[src/rtl/dpx_pkg.sv]
package dpx_pkg;
   typedef struct packed {
      logic en_n;
      logic le;
      logic pclk;
      logic cke_n;
   } dpx_ctl_t;

   localparam int DPX_NDIR = 2;
endpackage

[src/rtl/dpx_ctl_in.sv]
module dpx_ctl_in
   import dpx_pkg::*;
#(
   parameter int W    = 18,
   parameter int SYNC = 0
) (
   input  logic           clk,
   input  dpx_ctl_t       raw_ctl,
   input  logic [W-1:0]   raw_dat,
   output dpx_ctl_t       cur_ctl,
   output logic [W-1:0]   cur_dat,
   output logic           pclk_d
);
   generate
      if (SYNC == 0) begin : g_direct
         assign cur_ctl = raw_ctl;
         assign cur_dat = raw_dat;
      end else begin : g_staged
         dpx_ctl_t       ctl_q;
         logic [W-1:0]   dat_q;
         always_ff @(posedge clk) begin
            ctl_q <= raw_ctl;
            dat_q <= raw_dat;
         end
         assign cur_ctl = ctl_q;
         assign cur_dat = dat_q;
      end
   endgenerate

   always_ff @(posedge clk) begin
      pclk_d <= cur_ctl.pclk;
   end
endmodule

[src/rtl/dpx_store.sv]
module dpx_store #(
   parameter int W = 18
) (
   input  logic          clk,
   input  logic          rst,
   input  logic [W-1:0]  din,
   input  logic          pass,
   input  logic          load,
   output logic [W-1:0]  q
);
   always_ff @(posedge clk) begin
      if (rst)              q <= '0;
      else if (pass | load) q <= din;
   end
endmodule

[src/rtl/dpx_path.sv]
module dpx_path
   import dpx_pkg::*;
#(
   parameter int W    = 18,
   parameter int SYNC = 0
) (
   input  logic          clk,
   input  logic          rst,
   input  logic [W-1:0]  src,
   input  dpx_ctl_t      ctl,
   output logic [W-1:0]  dst,
   output logic          drv_n
);
   dpx_ctl_t      c;
   logic [W-1:0]  d;
   logic          pclk_d;
   logic          fall_ok;

   dpx_ctl_in #(.W(W), .SYNC(SYNC)) u_in (
      .clk(clk), .raw_ctl(ctl), .raw_dat(src),
      .cur_ctl(c), .cur_dat(d), .pclk_d(pclk_d)
   );

   assign fall_ok = pclk_d & ~c.pclk & ~c.cke_n;

   dpx_store #(.W(W)) u_st (
      .clk(clk), .rst(rst), .din(d), .pass(c.le), .load(fall_ok), .q(dst)
   );

   always_ff @(posedge clk) begin
      if (rst) drv_n <= 1'b1;
      else     drv_n <= c.en_n;
   end
endmodule

[src/rtl/dual_path_xcvr.sv]
module dual_path_xcvr
   import dpx_pkg::*;
#(
   parameter int W    = 18,
   parameter int SYNC = 0
) (
   input  logic          clk,
   input  logic          rst,
   input  logic [W-1:0]  a_in,
   output logic [W-1:0]  a_out,
   output logic          a_drv_n,
   input  logic [W-1:0]  b_in,
   output logic [W-1:0]  b_out,
   output logic          b_drv_n,
   input  logic          ab_en_n,
   input  logic          ab_le,
   input  logic          ab_pclk,
   input  logic          ab_cke_n,
   input  logic          ba_en_n,
   input  logic          ba_le,
   input  logic          ba_pclk,
   input  logic          ba_cke_n
);
   generate
      if (W < 1) begin : g_bad_w
         $error("dual_path_xcvr: W must be at least 1");
      end
      if (SYNC != 0 && SYNC != 1) begin : g_bad_sync
         $error("dual_path_xcvr: SYNC must be 0 or 1");
      end
   endgenerate

   logic [W-1:0] src [DPX_NDIR];
   logic [W-1:0] dst [DPX_NDIR];
   logic         drv [DPX_NDIR];
   dpx_ctl_t     ctl [DPX_NDIR];

   assign src[0] = a_in;
   assign src[1] = b_in;
   assign ctl[0] = '{en_n: ab_en_n, le: ab_le, pclk: ab_pclk, cke_n: ab_cke_n};
   assign ctl[1] = '{en_n: ba_en_n, le: ba_le, pclk: ba_pclk, cke_n: ba_cke_n};

   generate
      for (genvar g = 0; g < DPX_NDIR; g++) begin : g_dir
         dpx_path #(.W(W), .SYNC(SYNC)) u_path (
            .clk(clk), .rst(rst), .src(src[g]), .ctl(ctl[g]),
            .dst(dst[g]), .drv_n(drv[g])
         );
      end
   endgenerate

   assign b_out   = dst[0];
   assign b_drv_n = drv[0];
   assign a_out   = dst[1];
   assign a_drv_n = drv[1];
endmodule

[config.mk]
export PLATFORM = sky130hd
export DESIGN_NAME = dual_path_xcvr
export DESIGN_NICKNAME = d
export VERILOG_FILES = /design/src/rtl/dpx_pkg.sv /design/src/rtl/dpx_ctl_in.sv /design/src/rtl/dpx_store.sv /design/src/rtl/dpx_path.sv /design/src/rtl/dual_path_xcvr.sv
export SDC_FILE = /design/constraint.sdc
export NUM_CORES = 1
export LEC_CHECK = 0
export BUFFER_PORTS_ARGS = -buffer_cell sky130_fd_sc_hd__buf_2
export CORE_MARGIN = 1
export CORE_UTILIZATION = 40
export DETAILED_ROUTE_END_ITERATION = 6
export GPL_TIMING_DRIVEN = 0
export PLACE_DENSITY = 0.72
export SLEW_MARGIN = 40
export SYNTH_ARGS = -nofsm -noshare
export SYNTH_HDL_FRONTEND = slang
export SYNTH_HIERARCHICAL = 1
export SYNTH_SLANG_ARGS = --single-unit
[constraint.sdc]
create_clock -name clk -period 1.1 [get_ports clk]
set_input_delay 0.22 -clock clk [delete_from_list [all_inputs] [get_ports clk]]
set_output_delay 0.22 -clock clk [all_outputs]
set_load 0.005 [all_outputs]
==> run summary <==
Power Dens Cells = 1270 nW/um^2
dpl hpwl = 2930 um
clock latency at the later pin of the worst-skew pair = 0.28 ns
final worst setup slack = -0.112 ns
Synth Cell Area = 1920 um^2
Die Ht = 71.2 um
die area = 5070 um^2
Min-Delay Endpoint = g_dir[1].u_path/u_in/pclk_d$_DFF_P_
Vias = 1595
port bufs = 41
Gate Count Post-Synth = 212
Final period util = 1.10
Horiz. Die Dim = 71.2 um
final net count = 310
CP max FO = 10
Yosys warning total = 6
Worst R2R End = g_dir[0].u_path/u_st/q[10]$_SDFFE_PP0P_
fmax = 825 MHz
flop-to-flop setup slack = -0.11 ns
Slew @ Worst Pin = 0.485 ns
critical path's largest stage delay = 0.37 ns
GRT overflow = 0
Crit-path slowest cell = or3b_1
Final ANT Viol Nets = 0
Row Count = 24
Routed WL = 4120 um
final clock skew = 0.00133 ns
Synth Net Count = 258
wire per inst = 13.0 um
Final min period = 1.21 ns
initial core utilization = 0.428
worst relative slew slack = 0.677
hold depth = 1
GRT Total Usage = 0.172
multi-input logic area = 751 um^2
count of state elements after synthesis = 40
maximum VDD drop = 0.781 mV
DRC = 4
Ports = 84
initial antenna violation count = 0
share of layout cells above drive strength 1 = 0.434
H-Tree Depth = 2
register area = 802 um^2
failing checks = DRC, setup timing
setup TNS = -2.68 ns
iteration-0 DRC count of the detailed router = 108
RSZ-0062 raised after global routing = true
Finish-stage setup viols = 36
Fillers = 429
worst path cell trace = nor3b_4, clkbuf_8, or3b_1, a21oi_1
Root Driver = clkbuf_8
Critical Path Stages = 4
routed vias/inst = 5.03
depth of the most critical reg-to-reg path = 4
Setup crit end kind = flip-flop
Crit Path Category = reg2reg
post-synth cell types = 10
number of global-route vias before repair = 1530
reg2reg start = g_dir[0].u_path/u_in/pclk_d$_DFF_P_
sequential element share of the synthesized area = 0.418
Clock Sinks = 40
Buf/Inv on CP = 1
final hold vios = 0
Core Util, Final = 0.537
Clock Path Buffers = 2
status = finished, violations left
CTS Buf Count = 5
CP top delay family = simple AND/OR/NAND/NOR gates
P_leak = 0.00104 uW
Req. time, crit path = 1.31 ns
global-route wire length before repair = 6930 um
max-cap viol count = 0
largest net degree at the start of global routing = 12
CTS tree = yes
core footprint = 4470 um^2
clock slew at the register clock pins of the worst setup and hold paths = 0.07 ns
number of diodes = 0
First-pass DRT Iterations = 6
HP Start = ba_pclk
area grow syn2layout = 25.3%
Hold Crit Class = in2reg
CP arrival = 1.42 ns
Avg Cell Area, Syn = 9.04 um^2
startpoint types = flip-flop
fin. max-slew vios = 0
Final GP Congestion = 0.756
pre-CTS setup slack = -0.320 ns
total power = 3040 uW
[power breakdown]
group          total (uW)  internal (uW)  leakage, uW  switching [uW]
Combinational         491            282     0.000668             210
Sequential           1570           1540     0.000331            33.0
Clock                 983            511    0.0000455             471
Total                3040           2330      0.00104             714
[sequential cells by signal (all words and copies together) (netlist names)]
register,cells
g_dir.u_path/u_in/pclk_d,2
g_dir.u_path/drv_n,2
g_dir.u_path/u_st/q,36
[stage by stage]
stage	hold WS (ns)	cell area [um^2]	std cells
global placement	0.348	2230	305
CTS	0.0450	2380	317
floorplan	0.248	1960	212
finish	0.0568	2400	317
detailed placement	0.348	2230	305
global route	0.0388	2400	317
[worst max-delay path by stage]
stage	to	from	slack, ns
after global routing	g_dir[1].u_path/u_st/q[0]$_SDFFE_PP0P_	g_dir[1].u_path/u_in/pclk_d$_DFF_P_	-0.20
after CTS	g_dir[0].u_path/u_st/q[0]$_SDFFE_PP0P_	g_dir[0].u_path/u_in/pclk_d$_DFF_P_	-0.1
after floorplan	g_dir[0].u_path/u_st/q[10]$_SDFFE_PP0P_	g_dir[0].u_path/u_in/pclk_d$_DFF_P_	-0.01
final	g_dir[0].u_path/u_st/q[10]$_SDFFE_PP0P_	g_dir[0].u_path/u_in/pclk_d$_DFF_P_	-0.11
after detailed placement	g_dir[1].u_path/u_st/q[12]$_SDFFE_PP0P_	ba_pclk	-0.32
after global placement	g_dir[1].u_path/u_st/q[14]$_SDFFE_PP0P_	ba_pclk	-0.31
[Yosys cell counts]
library cell  number  area, um^2
a21oi_1           36         180
buf_2              8        40.0
buf_4             44         330
clkbuf_1           6        22.5
clkbuf_2           2        10.0
dfxtp_1           40         801
nor3b_2            2        25.0
o21ai_0           36         180
or2_1              2        12.5
or3b_1            36         315
[kinds of logic (layout without fill, tap and decap cells)]
logic type             count (synthesis)  in the layout  synth area share
AND/OR/NAND/NOR                       40             40             0.184
AO/OA/AOI/OAI                         72             72             0.188
buffers and inverters                 60            113             0.210
flip-flops                            40             40             0.418
[routing by layer]
layer / vias to the layer above / share of wire / GRT usage / routed length, um
li1: 808 / - / - / -
met1: 737 / 0.44 / 0.216 / 1830
met2: 46 / 0.48 / 0.285 / 2000
met3: 4 / 0.060 / 0.0450 / 249
met4: 0 / 0.013 / 0.0667 / 52
met5: - / 0 / 0 / 0
[area by class of cell]
cell class	instances	share of cell area
plain buffers	60	0.192
clock buffers	8	0.0375
well taps	52	0.0271
repair buffers	45	0.0969
flip-flops and latches	40	0.334
multi-input cells	112	0.313
[cells in the final DEF, fill, tap and decap left out, drive strengths merged]
master | netlist | final
a21oi | 36 | 36
o21ai | 36 | 36
dfxtp | 40 | 40
or3b | 36 | 36
buf | 52 | 97
clkbuf | 8 | 16
nor3b | 2 | 2
or2 | 2 | 2
[repair_timing]
item	CTS	global route
endpoints found under the setup margin	36	36
gates resized for setup	11	21
buffers inserted	3	0
hold buffers	0	0
gates cloned	1	0
pin swaps	11	6
(Power assumes the default switching activity.)
